### config.mk
export PLATFORM = sky130hd
export DESIGN_NAME = sio_fifo_port
export DESIGN_NICKNAME = d
export VERILOG_FILES = /design/src/rtl/sio_fifo_port.sv
export SDC_FILE = /design/constraint.sdc
export NUM_CORES = 1
export LEC_CHECK = 0
export CORE_ASPECT_RATIO = 0.7
export CORE_MARGIN = 2
export CORE_UTILIZATION = 66
export CTS_CLUSTER_DIAMETER = 60
export DETAILED_ROUTE_END_ITERATION = 7
export GPL_ROUTABILITY_DRIVEN = 0
export PLACE_DENSITY = 0.93
export SYNTH_ARGS = -nofsm -noshare
export SYNTH_HDL_FRONTEND = slang
export SYNTH_SLANG_ARGS = --single-unit
export TNS_END_PERCENT = 20
### constraint.sdc
create_clock -name clk -period 10.8 [get_ports clk]
set_input_delay 1.08 -clock clk [delete_from_list [all_inputs] [get_ports clk]]
set_output_delay 1.08 -clock clk [all_outputs]
set_load 0.02 [all_outputs]
### src/rtl/sio_fifo_port.sv
module sio_fifo_port #(
  parameter int DW       = 8,
  parameter int DEPTH    = 8,
  parameter int SCK_HALF = 8,
  parameter int BASE_DIV = 1664
)(
  input  logic                     clk,
  input  logic                     rst_n,
  input  logic                     async_mode,
  input  logic [1:0]               rate_sel,
  input  logic [$clog2(DEPTH)-1:0] xfer_len_m1,
  input  logic                     start,
  input  logic                     tx_push,
  input  logic [DW-1:0]            tx_wdata,
  output logic                     tx_full,
  output logic                     tx_empty,
  input  logic                     rx_pop,
  output logic [DW-1:0]            rx_rdata,
  output logic                     rx_empty,
  output logic                     busy,
  output logic                     done,
  output logic                     underrun,
  output logic                     frame_err,
  output logic                     sck_o,
  output logic                     so_o,
  input  logic                     si_i
);
  localparam int AW   = $clog2(DEPTH);
  localparam int CW   = AW + 1;
  localparam int MAXT = (BASE_DIV * 8 > 2 * SCK_HALF) ? BASE_DIV * 8 : 2 * SCK_HALF;
  localparam int TW   = $clog2(MAXT + 1);
  localparam int BW   = $clog2(DW + 2);

  typedef enum logic [1:0] {E_IDLE, E_SYNC, E_ASYNC} eng_t;
  typedef enum logic [1:0] {R_IDLE, R_START, R_DATA, R_STOP} rcv_t;

  // transmit queue
  logic [DW-1:0] tmem [DEPTH];
  logic [AW-1:0] twp, trp;
  logic [CW-1:0] tcnt;
  logic          tpop;
  wire           tpush_ok = tx_push && !tx_full;

  assign tx_full  = tcnt == CW'(DEPTH);
  assign tx_empty = tcnt == '0;

  always_ff @(posedge clk) if (tpush_ok) tmem[twp] <= tx_wdata;

  always_ff @(posedge clk or negedge rst_n)
    if (!rst_n) begin
      twp <= '0; trp <= '0; tcnt <= '0;
    end else begin
      if (tpush_ok) twp <= (twp == AW'(DEPTH-1)) ? '0 : twp + AW'(1);
      if (tpop)     trp <= (trp == AW'(DEPTH-1)) ? '0 : trp + AW'(1);
      tcnt <= tcnt + CW'(tpush_ok) - CW'(tpop);
    end

  // receive queue
  logic [DW-1:0] rmem [DEPTH];
  logic [AW-1:0] rwp, rrp;
  logic [CW-1:0] rcnt;
  logic          rpush;
  logic [DW-1:0] rpush_data;
  wire           rpush_ok = rpush && (rcnt != CW'(DEPTH));
  wire           rpop_ok  = rx_pop && !rx_empty;

  assign rx_empty = rcnt == '0;
  assign rx_rdata = rmem[rrp];

  always_ff @(posedge clk) if (rpush_ok) rmem[rwp] <= rpush_data;

  always_ff @(posedge clk or negedge rst_n)
    if (!rst_n) begin
      rwp <= '0; rrp <= '0; rcnt <= '0;
    end else begin
      if (rpush_ok) rwp <= (rwp == AW'(DEPTH-1)) ? '0 : rwp + AW'(1);
      if (rpop_ok)  rrp <= (rrp == AW'(DEPTH-1)) ? '0 : rrp + AW'(1);
      rcnt <= rcnt + CW'(rpush_ok) - CW'(rpop_ok);
    end

  // transmit engine
  eng_t          est;
  logic [TW-1:0] tick, tper;
  logic [BW-1:0] bitn;
  logic [AW-1:0] left;
  logic [DW-1:0] tsh, rsh;

  wire [TW-1:0] per_sel  = TW'(BASE_DIV) << rate_sel;
  wire          go       = (est == E_IDLE) && start;
  wire          byte_end = (est == E_SYNC  && tick == TW'(2*SCK_HALF-1) && bitn == BW'(DW-1)) ||
                           (est == E_ASYNC && tick == tper - TW'(1)     && bitn == BW'(DW+1));
  wire          want     = go || (byte_end && left != '0);
  wire          nxt_async = go ? async_mode : (est == E_ASYNC);
  wire [DW-1:0] head     = tmem[trp];

  assign tpop = want && !tx_empty;

  always_ff @(posedge clk or negedge rst_n)
    if (!rst_n) begin
      est <= E_IDLE; busy <= 1'b0; done <= 1'b0; underrun <= 1'b0;
      so_o <= 1'b1; sck_o <= 1'b1; tick <= '0; tper <= TW'(BASE_DIV);
      bitn <= '0; left <= '0; tsh <= '0; rsh <= '0;
    end else begin
      done <= 1'b0;
      if (go) underrun <= 1'b0;
      if (want) begin
        if (tx_empty) begin
          est <= E_IDLE; busy <= 1'b0; done <= 1'b1; underrun <= 1'b1;
          so_o <= 1'b1; sck_o <= 1'b1;
        end else begin
          busy <= 1'b1; tick <= '0; bitn <= '0; tsh <= head;
          if (go) begin
            tper <= per_sel;
            left <= xfer_len_m1;
            est  <= async_mode ? E_ASYNC : E_SYNC;
          end else begin
            left <= left - AW'(1);
          end
          if (nxt_async) so_o <= 1'b0;
          else begin
            sck_o <= 1'b0;
            so_o  <= head[0];
          end
        end
      end else if (byte_end) begin
        est <= E_IDLE; busy <= 1'b0; done <= 1'b1; so_o <= 1'b1; sck_o <= 1'b1;
      end else if (est == E_SYNC) begin
        if (tick == TW'(SCK_HALF-1)) begin
          sck_o <= 1'b1;
          rsh   <= {si_i, rsh[DW-1:1]};
          tick  <= tick + TW'(1);
        end else if (tick == TW'(2*SCK_HALF-1)) begin
          tick  <= '0;
          bitn  <= bitn + BW'(1);
          sck_o <= 1'b0;
          so_o  <= tsh[1];
          tsh   <= tsh >> 1;
        end else begin
          tick <= tick + TW'(1);
        end
      end else if (est == E_ASYNC) begin
        if (tick == tper - TW'(1)) begin
          tick <= '0;
          bitn <= bitn + BW'(1);
          if (bitn == '0) so_o <= tsh[0];
          else if (bitn < BW'(DW)) begin
            so_o <= tsh[1];
            tsh  <= tsh >> 1;
          end else so_o <= 1'b1;
        end else begin
          tick <= tick + TW'(1);
        end
      end
    end

  // asynchronous receiver
  logic          s1, s2, s3;
  rcv_t          rs;
  logic [TW-1:0] rtick;
  logic [BW-1:0] rbit;
  logic [DW-1:0] rdat;

  wire stop_pt  = (rs == R_STOP) && (rtick == per_sel - TW'(1));
  wire arx_push = stop_pt && s2;
  wire eng_push = byte_end && (est == E_SYNC);

  assign rpush      = eng_push || arx_push;
  assign rpush_data = eng_push ? rsh : rdat;

  always_ff @(posedge clk or negedge rst_n)
    if (!rst_n) begin
      s1 <= 1'b1; s2 <= 1'b1; s3 <= 1'b1;
      rs <= R_IDLE; rtick <= '0; rbit <= '0; rdat <= '0; frame_err <= 1'b0;
    end else begin
      s1 <= si_i; s2 <= s1; s3 <= s2;
      if (go) frame_err <= 1'b0;
      else if (stop_pt && !s2) frame_err <= 1'b1;
      if (!async_mode) rs <= R_IDLE;
      else case (rs)
        R_IDLE: if (s3 && !s2) begin rs <= R_START; rtick <= '0; end
        R_START:
          if (rtick == (per_sel >> 1) - TW'(1)) begin
            rtick <= '0; rbit <= '0;
            rs <= s2 ? R_IDLE : R_DATA;
          end else rtick <= rtick + TW'(1);
        R_DATA:
          if (rtick == per_sel - TW'(1)) begin
            rtick <= '0;
            rdat  <= {s2, rdat[DW-1:1]};
            rbit  <= rbit + BW'(1);
            if (rbit == BW'(DW-1)) rs <= R_STOP;
          end else rtick <= rtick + TW'(1);
        default:
          if (stop_pt) rs <= R_IDLE;
          else rtick <= rtick + TW'(1);
      endcase
    end
endmodule


After elaboration in Yosys (flattened, before gate mapping)
Memory sizes are Yosys's and may differ from the RTL's.
Cells that the tools add are included.
Storage, ports and cells
  register bits: 110
  bits in latches: 0
  memory bits (writable): 128
  ROM bits: 0
  bits of input ports: 20
  output and inout port bits: 17
  logic and storage cells: 224
  memories kept: 2
Cells by class
  $add $sub $neg: 16
  multiply operators: 0
  divide/modulo/power cells: 0
  order comparisons: 1
  equality and inequality tests: 37
  shift operators: 1
  muxes and demuxes: 87
  bitwise gates (word level): 3
  reduce and logical (&&, ||, !) cells: 51
Memories
  rmem: words 8, bits a word 8, rd ports 1, clocked after Yosys merged registers in 0, write ports 1, RTL line 59  | logic [DW-1:0] rmem [DEPTH];
  tmem: words 8, bits a word 8, rd ports 1, clocked after Yosys merged registers in 0, write ports 1, RTL line 38  | logic [DW-1:0] tmem [DEPTH];
Operators by type and width (number)
  $mux 14: 12
  $mux 8: 11
  $eq 14x14->1: 3
  $pmux 14 s3: 1
  $mux 4: 10
  $mux 1: 34
  $add 14x1->14 const B: 2
  $sub 14x1->14 const B: 2
  $mux 2: 12
  $ne 3x3->1 const B: 8
  $logic_and 1x1->1: 15
  $mux 3: 5
  $reduce_and 3->1: 5
  $reduce_bool 3->1: 5
  $eq 14x3->1 const B: 1
  $eq 14x4->1 const B: 1
  $shl 11x2->14 const A: 1
  $sub 13x1->14 const B: 1
  $add 3x1->3 const B: 4
  $eq 3x3->1 const B: 4
  $logic_not 4->1: 3
  $ne 4x4->1 const B: 3
  $reduce_and 4->1: 3
  $reduce_bool 4->1: 3
  25 further kinds: 47

Longest topological paths before layout
Gate-level depths: netlist of the first run.
  depth in word-level cells: 10
  mapped depth: 16
  depth with buffers taken out: 16

Worst setup path before layout of the first run
Ideal clock, no wire load.
  kind: input to register
  start point: in rate_sel[0]
  end point: mem rmem[4][0] (enable)
  setup time: 0.398 ns
  arrival: 3.710 ns
  data required time: 10.402 ns
  slack: 6.692 ns
  stages on the path: 10
  path through: inv_1 ha_1 and4bb_2 xnor2_1 nor4b_2 and2_1 nand2_1 a22oi_4 inv_2 nor4b_1
Between the ends
  longest elaborated chain between the ends: 9
RTL lines
  from (decl): RTL line 10  | input logic [1:0] rate_sel,
  $shl 11x2->14: RTL line 88  | wire [TW-1:0] per_sel = TW'(BASE_DIV) << rate_sel;
  via per_sel[11]: RTL line 88
  $sub 14x1->14: RTL line 163  | wire stop_pt = (rs == R_STOP) && (rtick == per_sel - TW'(1));
  $eq 14x14->1: RTL line 163
  $logic_and 1x1->1: RTL line 163
  $logic_and 1x1->1: RTL line 164  | wire arx_push = stop_pt && s2;
  $logic_or 1x1->1: RTL line 167  | assign rpush = eng_push || arx_push;
  $logic_and 1x1->1: RTL line 64  | wire rpush_ok = rpush && (rcnt != CW'(DEPTH));
  $mux 1: RTL line 70  | always_ff @(posedge clk) if (rpush_ok) rmem[rwp] <= rpush_data;
  $mux 1 (implied by the code): RTL line 70
  to (decl): RTL line 59
The timed path passes the listed nets, and every way through them passes these cells.

Worst setup path after layout of the first run
  start point: in rate_sel[1]
  end point: mem rmem[7][0] (enable)
The elaborated chain is that of the path after synthesis.

==> run metrics, run 1 <==
status=completed; layout cell share with drive strength beyond 1=0.1921; # port buffers=36; Placed Area=11610 um2; reg2reg end=tcnt[2]; Total Wirelength=about 25 mm; first-pass GRT wire length=40.42 mm; Post-synth ARST share=0.4459; Final HPWL DP=around 16 mm; reg2reg start=tper[7]; Crit path arrival time=between 4 and 5 ns; hold path start=s1; Die Ht=112.1 um; Area Growth Syn to Fin=11.73%; Site Rows=39; YS warnings=0; GRT overflow=0; Final Cell Area=12300 um2; Final #Nets=908; Max IR drop VDD=a little under 0.2 mV; clk_lat worst skew=0.51 ns; cell chain of the critical path=clkdlybuf4s50_1 -> inv_1 -> ha_1 -> and4bb_2 -> xnor2_1 -> nor4b_2 -> and2_1 -> nand2_1 -> a22oi_4 -> inv_2 -> nor3_1; first drt pass iteration count=5; DRT iter0 DRCs=903; via count=slightly above 7000; die width=158.4 um; P_leak=4.734 nW; Setup Viol. Count Final=0; Worst setup EP type=flop; Clock Root Buffer=clkbuf_16; largest net degree at the start of global routing=57; CTS resizes=0; slowest CP cell=nor3_1; Slowest Stage Delay on Critical Path=0.90 ns; f_max=0.2144 GHz; Remaining DRCs=0; CP max FO=9; Via density=around 6.6; flop2flop setup slack=6.72 ns; fillers=approximately 930; Yosys reg bits=231; Slew @ Worst Pin=1.108 ns; Tmin final=about 4.7 ns; Synth Area per Inst=13.66 um2; vias in the first global route=7278; clk sinks=about 230; cts-stage hold buffer count=0; All-Layer GR Usage=0.2990; initial antenna violation count=0; Syn Inst Count=806; Hold EP=s2; setup bufs post-CTS=0; htree depth=1; post-synthesis sequential area ratio=0.5842; worst min path class=flop to flop; commonest cells after routing, fill and taps aside=edfxtp_1, dfrtp_1, nand2_1, mux2_2, o21ai_0; met1 WL=10.51 mm; WL/cell=approximately 23 um; highest metal used=met4; Clk pin slew, worst setup/hold paths=0.07 ns; top cells by area, synth=edfxtp_1, dfrtp_1, mux4_2, mux2_2, ha_1; Worst Path Class, Setup=input port to flop; RSZ-0062 raised after global routing=false; Synth top area share=0.3492; WHS Path Cells=0; CTS tree=built; Power Dens Cells=242.8 nW/um2; EDFF count, synth=128; TritonCTS Buffers=21; Setup TNS Final=0 ns; most common cell after layout, fill and taps aside=edfxtp_1; CP Launch Type=input port; Mapped Area=11010 um2; final slew viol count=0; CP required=10.93 ns; Routed Antenna Nets=0; routed wl met3=roughly 2.2 mm; met2 routed WL=around 12 mm; effective utilization at floorplan=0.6754; clk buf depth=3; core area=about 16000 um2; Final Hold Viols=0; syn_nets=870; Max Cap Violations=0; Max transition margin=0.2612; library cells used by synthesis=76; commonest register cell after synthesis=edfxtp_1; number of I/O pins=37; area leader, netlist=edfxtp_1; worst clock skew=0.01297 ns; die area=17740 um2; fin crit share=0.4319; r2r worst-path depth=15
[cell families (layout without fill, tap and decap cells)]
logic type	after synthesis	in the layout	synth area share
DFF	231	231	0.5842
and+or+nand+nor	203	203	0.1026
AOI/OAI and AO/OA	140	140	0.08730
muxes	86	86	0.1204
buffers and inverters	75	128	0.02751
adders and majority gates	44	44	0.05138
xor gates and xnor gates	27	27	0.02660
other	0	1	0
[routing by layer]
metal,global-route usage,vias to the layer above
met5,0,-
li1,-,3119
met3,0.06332,61
met2,0.4687,415
met4,0.07928,0
met1,0.4353,3588
[worst max-delay path by stage]
| stage | startpoint | end | cells past startpoint |
|---|---|---|---|
| after floorplan | rate_sel[0] | rmem[4][0] | 10 |
| after global placement | rate_sel[1] | rmem[3][0] | 11 |
| after detailed placement | rate_sel[1] | rmem[3][1] | 11 |
| after CTS | rate_sel[1] | rmem[3][0] | 11 |
| after global routing | rate_sel[1] | rmem[6][6] | 11 |
| final | rate_sel[1] | rmem[7][0] | 11 |
[layout make-up]
| type | count | area (um2) | area share |
|---|---|---|---|
| flip-flops and latches | 231 | 6431 | 0.5229 |
| multi-input cells | 500 | 4294 | 0.3491 |
| repair buffers | 48 | 447.9 | 0.03642 |
| well taps | 225 | 281.5 | 0.02289 |
| clock inverters | 11 | 136.4 | 0.01109 |
| clock buffers | 27 | 548.0 | 0.04456 |
| inverters | 42 | 157.7 | 0.01282 |
| diodes | 1 | 2.502 | 0.0002035 |
[Yosys cell counts (4+ instances only)]
cell and n:
a31oi_1 5, a22o_1 4, and3_1 9, o31ai_1 8
nand4_1 10, inv_1 41, or3_1 4, nor4_1 6
buf_2 11, o22ai_1 9, nand2_1 51, dfrtp_1 95
mux4_2 32, o21ai_0 49, dfstp_2 8, clkbuf_1 17
nor3_1 27, nand2b_1 12, nor2_1 26, xor2_1 8
edfxtp_1 128, nand3_1 21, ha_1 42, and2_1 4
a21o_1 9, nor2b_1 5, mux2_2 51, a2bb2oi_2 7
xnor2_1 15, a21oi_1 22
[state kept, by name, summed over array words and instances, names as in the netlist, 3 cells and up]
name,flops
rbit,4
rrp,3
rtick,14
rmem,64
twp,3
tmem,64
rwp,3
rdat,8
bitn,4
tsh,8
tper,7
rsh,8
rcnt,4
tick,14
tcnt,4
left,3
trp,3
[per-stage QoR]
stage                       util  power (mW)  worst slack, ns  hold slack, ns  instances
final                     0.7546       2.986            6.135          0.3616       1085
after global routing      0.7545       3.122            5.810          0.3613       1084
after CTS                 0.7545       2.977            6.196          0.3613       1084
after detailed placement  0.7125       2.196            5.715          0.3515       1046
after global placement    0.7125       2.132            5.956          0.3456       1046
after floorplan                -       1.901            6.692          0.3452        806
[where the power goes]
group          switching [mW]  internal [mW]
Combinational           0.529          0.460
Sequential              0.168           1.07
Clock                   0.323          0.433
[critical path: cells and delay by family]
family	cells	cell delay (ns)
fa+ha+maj	1	0.38
compound gates	1	0.27
xor+xnor	1	0.20
buf+inv	3	0.93
simple gates	5	1.93
No activity file was read; power rests on OpenSTA's default activity.
==> run 2, diff against run 1 <==
- CORE_UTILIZATION: 66 -> 61
- PLACE_DENSITY: 0.93 -> 0.87
- clock period: 10.8 -> 4.6 ns (I/O delays scaled with it)
==> run 2 against run 1 <==
Compared with the run above:
- flip-flop and latch count unchanged
- final area increased by 0.58%
- hold slack got worse by 0.27 ns
- register-to-register slack got worse by 6.0 ns
- combinational power increased by 130%
- sequential share of layout area decreased by 0.30 points
- non-clock buffer count increased by 9
- highest routed layer unchanged
==> run metrics, run 2 (synthesis results as in run 1) <==
die area=19150 um2 (+7.9%); sw frac=0.3349 (-0.006824); fin crit share=0.8418; Power Dens Cells=554.2 nW/um2 (+130%); Largest regs=rmem: 64 flops, tmem: 64 flops; Switch Pwr=2.296 mW (+130%); die width=164.6 um (+3.9%); RSZ-0062 raised after global routing=false; worst min path class=input port to async pin; Worst Path Class, Setup=flop to flop; All-Layer GR Usage=0.2510 (-0.04801); initial antenna violation count=0 (unchanged); Comb power frac=0.326 (-0.005); Die Ht=116.4 um (+3.9%); vias in the first global route=6798 (-6.6%); Max IR drop VDD=0.4130 mV (+120%); Slowest Stage Delay on Critical Path=0.56 ns (-0.34 ns); CP max FO=9 (unchanged); CTS tree=built; slowest CP cell=dfstp_2; internal power=4.560 mW (+130%); area of the multi-input gates=4294 um2 (unchanged); layout cell share with drive strength beyond 1=0.2011 (+0.009066); Total Wirelength=22.93 mm (-9.8%); first-pass GRT wire length=36.89 mm (-8.7%); Buf/Inv on CP=4 (+1); fillers=1159 (+24%); Clk pin slew, worst setup/hold paths=0.07 ns (about the same); Site Rows=41 (+5.1%); P_leak=4.780 nW (+0.98%); f_max=between 0.2 and 0.3 GHz; via count=6918 (-3.7%); post-route core utilization=0.6929 (-0.06170); Clk pwr share=0.249 (-0.004); cell chain of the critical path=inv_1 -> ha_1 -> xnor2_1 -> or4_4 -> nor3b_4 -> nand3_1 -> o21ai_2 -> nand2_1 -> a22oi_4 -> inv_2 -> ha_1 -> inv_1 -> ha_1 -> inv_1 -> fa_1 -> xnor2_1; clk_lat worst skew=0.51 ns (about the same); Setup TNS Final=0 ns (unchanged); Max transition margin=0.1603 (-0.1009); Clock Root Buffer=clkbuf_16; Routed Antenna Nets=0 (unchanged); Final HPWL DP=15.12 mm (-7.1%); worst clock skew=0.01390 ns (+0.0009288 ns); Inst Count DP=1066 (+1.9%); number of I/O pins=37 (unchanged); setup bufs post-CTS=0 (unchanged); CP Launch Type=flop; Worst setup EP type=flop; core area=17850 um2 (+9.5%); Area Growth Syn to Fin=12.38%; Setup Viol. Count Final=0 (unchanged); final slew viol count=0 (unchanged); DRT iter0 DRCs=812 (-10%); most common cell after layout, fill and taps aside=edfxtp_1; clk buf depth=3 (unchanged); Seq pwr share=0.425 (+0.009); status=completed; clk sinks=231 (unchanged); cts-stage hold buffer count=0 (unchanged); CTS resizes=0 (unchanged); Crit path arrival time=4.27 ns (-0.52 ns); first drt pass iteration count=5 (unchanged); TritonCTS Buffers=22 (+4.8%); effective utilization at floorplan=0.6166 (-0.05879); # port buffers=36 (unchanged); Reg area=6431 um2 (unchanged); delay-heaviest family, CP=adder cells; Via density=6.255 (-5.5%); Final Power=6.856 mW (+130%); Final Hold Viols=0 (unchanged); Remaining DRCs=0 (unchanged); WL/cell=20.73 um (-11%); largest net degree at the start of global routing=72 (+26%); Final #Nets=918 (+1.1%); GRT overflow=0 (unchanged); Antenna diodes=0 (-1); commonest cells after routing, fill and taps aside=edfxtp_1, dfrtp_1, nand2_1, mux2_2, o21ai_0; Slew @ Worst Pin=1.249 ns (+0.1409 ns); htree depth=1 (unchanged); Finished Layout Cells=1106 (+1.9%); CP required=4.99 ns (-5.94 ns); Tmin final=between 3 and 4 ns; Max Cap Violations=0 (unchanged)
==> run 2: cell types whose count changed in the layout (fill, tap and decap cells not counted), sizes merged <==
cell	before	now
bufinv	3	1
clkbuf	27	30
inv	43	42
diode	1	0
buf	13	22
clkinv	4	6
==> run 2: power groups by stage <==
stage	Combinational, mW	Sequential, mW	Clock, mW
finish	2.24	2.91	1.70
global route	2.46	2.96	1.81
CTS	2.24	2.91	1.72
detailed placement	2.20	2.94	0
global placement	2.10	2.91	0
floorplan	1.72	2.74	0
==> run 2: layout make-up <==
| type | instances | share of cell area |
|---|---|---|
| flip-flops and latches | 231 | 0.5199 |
| multi-input cells | 500 | 0.3471 |
| clock buffers | 30 | 0.04774 |
| repair buffers | 57 | 0.04167 |
| well taps | 236 | 0.02387 |
| inverters | 42 | 0.01274 |
| clock inverters | 10 | 0.006979 |
==> run 2: metal layers <==
layer	vias to the layer above	track usage	part of all wire
met5	-	0	0
met4	0	0.06899	0.024
met3	51	0.04581	0.065
met2	273	0.3911	0.47
met1	3456	0.3707	0.44
li1	3138	-	-
==> run 2: path summary, 6_finish.rpt <==
kind / startpoint / endpoint / slack, ns / depth (start not counted)
worst max-delay path: tper[7] / rcnt[2] / 0.73 / 16
worst min-delay path: rst_n / rtick[8] / 0.09 / 1
worst max register to register: tper[7] / rcnt[2] / 0.73 / 16
worst min register to register: s1 / s2 / 0.36 / 0
max in group asynchronous: rst_n / s1 / 3.50 / 2
min in group clk: s1 / s2 / 0.36 / 0
==> run 2: worst reg2reg max path: cells and delay by family (launching register included) <==
family          cells  cell delay, ns
fa+ha+maj           4            1.15
compound gates      2            0.47
simple gates        4            1.03
xor+xnor            2            0.26
flops               1            0.56
buf+inv             4            0.31
==> run 2: stage by stage <==
step	setup slack, ns	hold slack (ns)	cell area [um2]
6_report	0.7276	0.09125	12370
5_1_grt	0.4523	0.1731	12370
4_1_cts	0.7291	0.1208	12370
3_5_place_dp	0.3073	0.3473	11690
3_3_place_gp	0.4243	0.3485	11690
2_1_floorplan	0.8719	0.1644	11010
==> run 3, diff against run 2 <==
- clock period: 4.6 -> 4 ns (I/O delays scaled with it)
==> run 3 against run 2 <==
Compared with the run above:
- hold slack better by 0.27 ns
- clock skew is 0.0016 ns lower
- core utilization grew 0.70 points
- count of clock-buffer cells in the layout is 7 lower
- final area rose by 1.0%
- sequential power up 13%
- sequential share of layout area is 0.52 points lower
- critical path type unchanged
==> run metrics, run 3 (synthesis results as in run 1) <==
first drt pass iteration count=5 (unchanged); f_max=0.2655 GHz (+2.8%); Max transition margin=0.1932 (+0.03292); WHS Path Cells=0; Final Hold Viols=0 (unchanged); Setup Viol. Count Final=0 (unchanged); Largest regs=rmem: 64 flops, tmem: 64 flops; # port buffers=36 (unchanged); commonest cells after routing, fill and taps aside=edfxtp_1, dfrtp_1, nand2_1, mux2_2, o21ai_0; Seq pwr share=0.415 (-0.010); WL/cell=20.61 um (-0.57%); worst min path class=flop to flop; Switch Pwr=2.638 mW (+15%); Routed Antenna Nets=0 (unchanged); sw frac=0.3321 (-0.002716); effective utilization at floorplan=0.6166 (unchanged); CTS tree=built; via count=6963 (+0.65%); Max IR drop VDD=0.3950 mV (-4.4%); Comb power frac=0.329 (+0.003); layout cell share with drive strength beyond 1=0.2154 (+0.01427); Tmin final=3.766 ns (-0.1066 ns); CP Launch Type=flop; clk buf depth=3 (unchanged); die width=164.6 um (unchanged); first-pass GRT wire length=37.07 mm (+0.49%); Total Wirelength=23.05 mm (+0.51%); P_leak=4.863 nW (+1.7%); Worst setup EP type=flop; Die Ht=116.4 um (unchanged); largest net degree at the start of global routing=46 (-36%); Site Rows=41 (unchanged); fin crit share=0.9415 (+0.09963); CP max FO=4 (-5); Final HPWL DP=15.46 mm (+2.3%); r2r worst-path depth=16 (unchanged); highest metal used=met4; Clk pwr share=0.256 (+0.007); Setup TNS Final=0 ns (unchanged); Slew @ Worst Pin=1.200 ns (-0.04897 ns); RSZ-0062 raised after global routing=false; met2 routed WL=10.88 mm (+0.33%); Reg area=6431 um2 (unchanged); number of I/O pins=37 (unchanged); core area=17850 um2 (unchanged); most common cell after layout, fill and taps aside=edfxtp_1; initial antenna violation count=0 (unchanged); TritonCTS Buffers=22 (unchanged); Crit path arrival time=4.17 ns (-0.10 ns); die area=19150 um2 (unchanged); clk_lat worst skew=0.52 ns (about the same); Final Power=7.943 mW (+16%); Via density=6.228 (-0.43%); All-Layer GR Usage=0.2531 (+0.002088); worst clock skew=0.01226 ns (-0.001634 ns); Hold EP=s2; routed wl met3=1.542 mm (+4.3%); Clock Root Buffer=clkbuf_16; Max Cap Violations=0 (unchanged); met1 WL=10.08 mm (+0.19%); htree depth=1 (unchanged); Area Growth Syn to Fin=13.51%; clk sinks=231 (unchanged); fillers=1145 (-1.2%); GRT overflow=0 (unchanged); area of the multi-input gates=4294 um2 (unchanged); internal power=5.305 mW (+16%); status=completed; Clk pin slew, worst setup/hold paths=0.07 ns (about the same); DRT iter0 DRCs=871 (+7.3%); vias in the first global route=6896 (+1.4%); CP required=4.40 ns (-0.59 ns); Final #Nets=931 (+1.4%); setup bufs post-CTS=0 (unchanged); Power Dens Cells=635.6 nW/um2 (+15%); Antenna diodes=0 (unchanged); Remaining DRCs=0 (unchanged); reg2reg end=rcnt[1]; reg2reg start=tper[7]; flop2flop setup slack=0.23 ns (-0.49 ns); final slew viol count=0 (unchanged); Worst Path Class, Setup=flop to flop; hold path start=s1
[run 3: changes by cell type in the layout (fill, tap and decap cells not counted), sizes merged]
| cell | before | now |
|---|---|---|
| clkbuf | 30 | 23 |
| dlygate4sd3 | 0 | 1 |
| buf | 22 | 34 |
| clkinv | 6 | 11 |
| bufinv | 1 | 2 |
[run 3: power by group through the flow]
| stage | clock network [mW] | registers [mW] | logic (mW) |
|---|---|---|---|
| 3_3_place_gp | 0 | 3.30 | 2.49 |
| 6_report | 2.03 | 3.30 | 2.62 |
| 3_5_place_dp | 0 | 3.32 | 2.59 |
| 4_1_cts | 2.06 | 3.29 | 2.62 |
| 5_1_grt | 2.15 | 3.34 | 2.87 |
| 2_1_floorplan | 0 | 3.15 | 1.98 |
[run 3: final cells by class]
cell class                 count  area share
clock buffer                  23     0.04516
clock inverter                16     0.01101
inverter                      42     0.01262
multi-input combinational    500      0.3436
sequential                   231      0.5147
tap                          236     0.02363
timing repair buffer          70     0.04926
[run 3: repair_timing]
item | 4_1_cts | 5_1_grt
gates resized for setup | 0 | 0
hold buffers | 1 | 0
hold endpoints to repair | 41 | 0
[run 3: routing by layer]
metal	vias up	track usage
li1	3157	-
met5	-	0
met2	283	0.3874
met1	3476	0.3826
met4	0	0.08058
met3	47	0.03658
[run 3: how the worst max path moves through the flow]
stage	startpoint	endpoint	slack (ns)	depth (start not counted)
floorplan	tper[7]	rmem[4][0]	0.27	11
global placement	rate_sel[0]	rcnt[1]	0.21	16
detailed placement	rate_sel[0]	rcnt[1]	0.10	17
CTS	tper[7]	rcnt[1]	0.26	16
global route	tper[7]	rcnt[3]	0.07	16
finish	tper[7]	rcnt[1]	0.23	16
[run 3: per-stage QoR]
step,utilization,worst slack (ns),instance area (um2),hold WS [ns],cells
after floorplan,-,0.2719,11010,0.1044,806
after global placement,0.6601,0.2144,11780,0.3455,1078
after detailed placement,0.6601,0.1026,11780,0.3507,1078
after CTS,0.7000,0.2588,12500,0.3688,1118
after global routing,0.7000,0.06941,12500,0.3702,1118
final,0.7000,0.2342,12500,0.3621,1118
[run 3: worst max-delay path, stage by stage (launching register included)]
cell and delay, ns:
dfstp_2 0.57, inv_1 0.07, ha_1 0.31, xnor2_1 0.13, or4_4 0.49, nor3b_4 0.26, nand3_1 0.13, o21ai_2 0.23
nand2_1 0.16, a22oi_4 0.19, inv_2 0.06, ha_1 0.29, inv_1 0.06, ha_1 0.16, inv_1 0.06, fa_1 0.47
inv_1 0.04
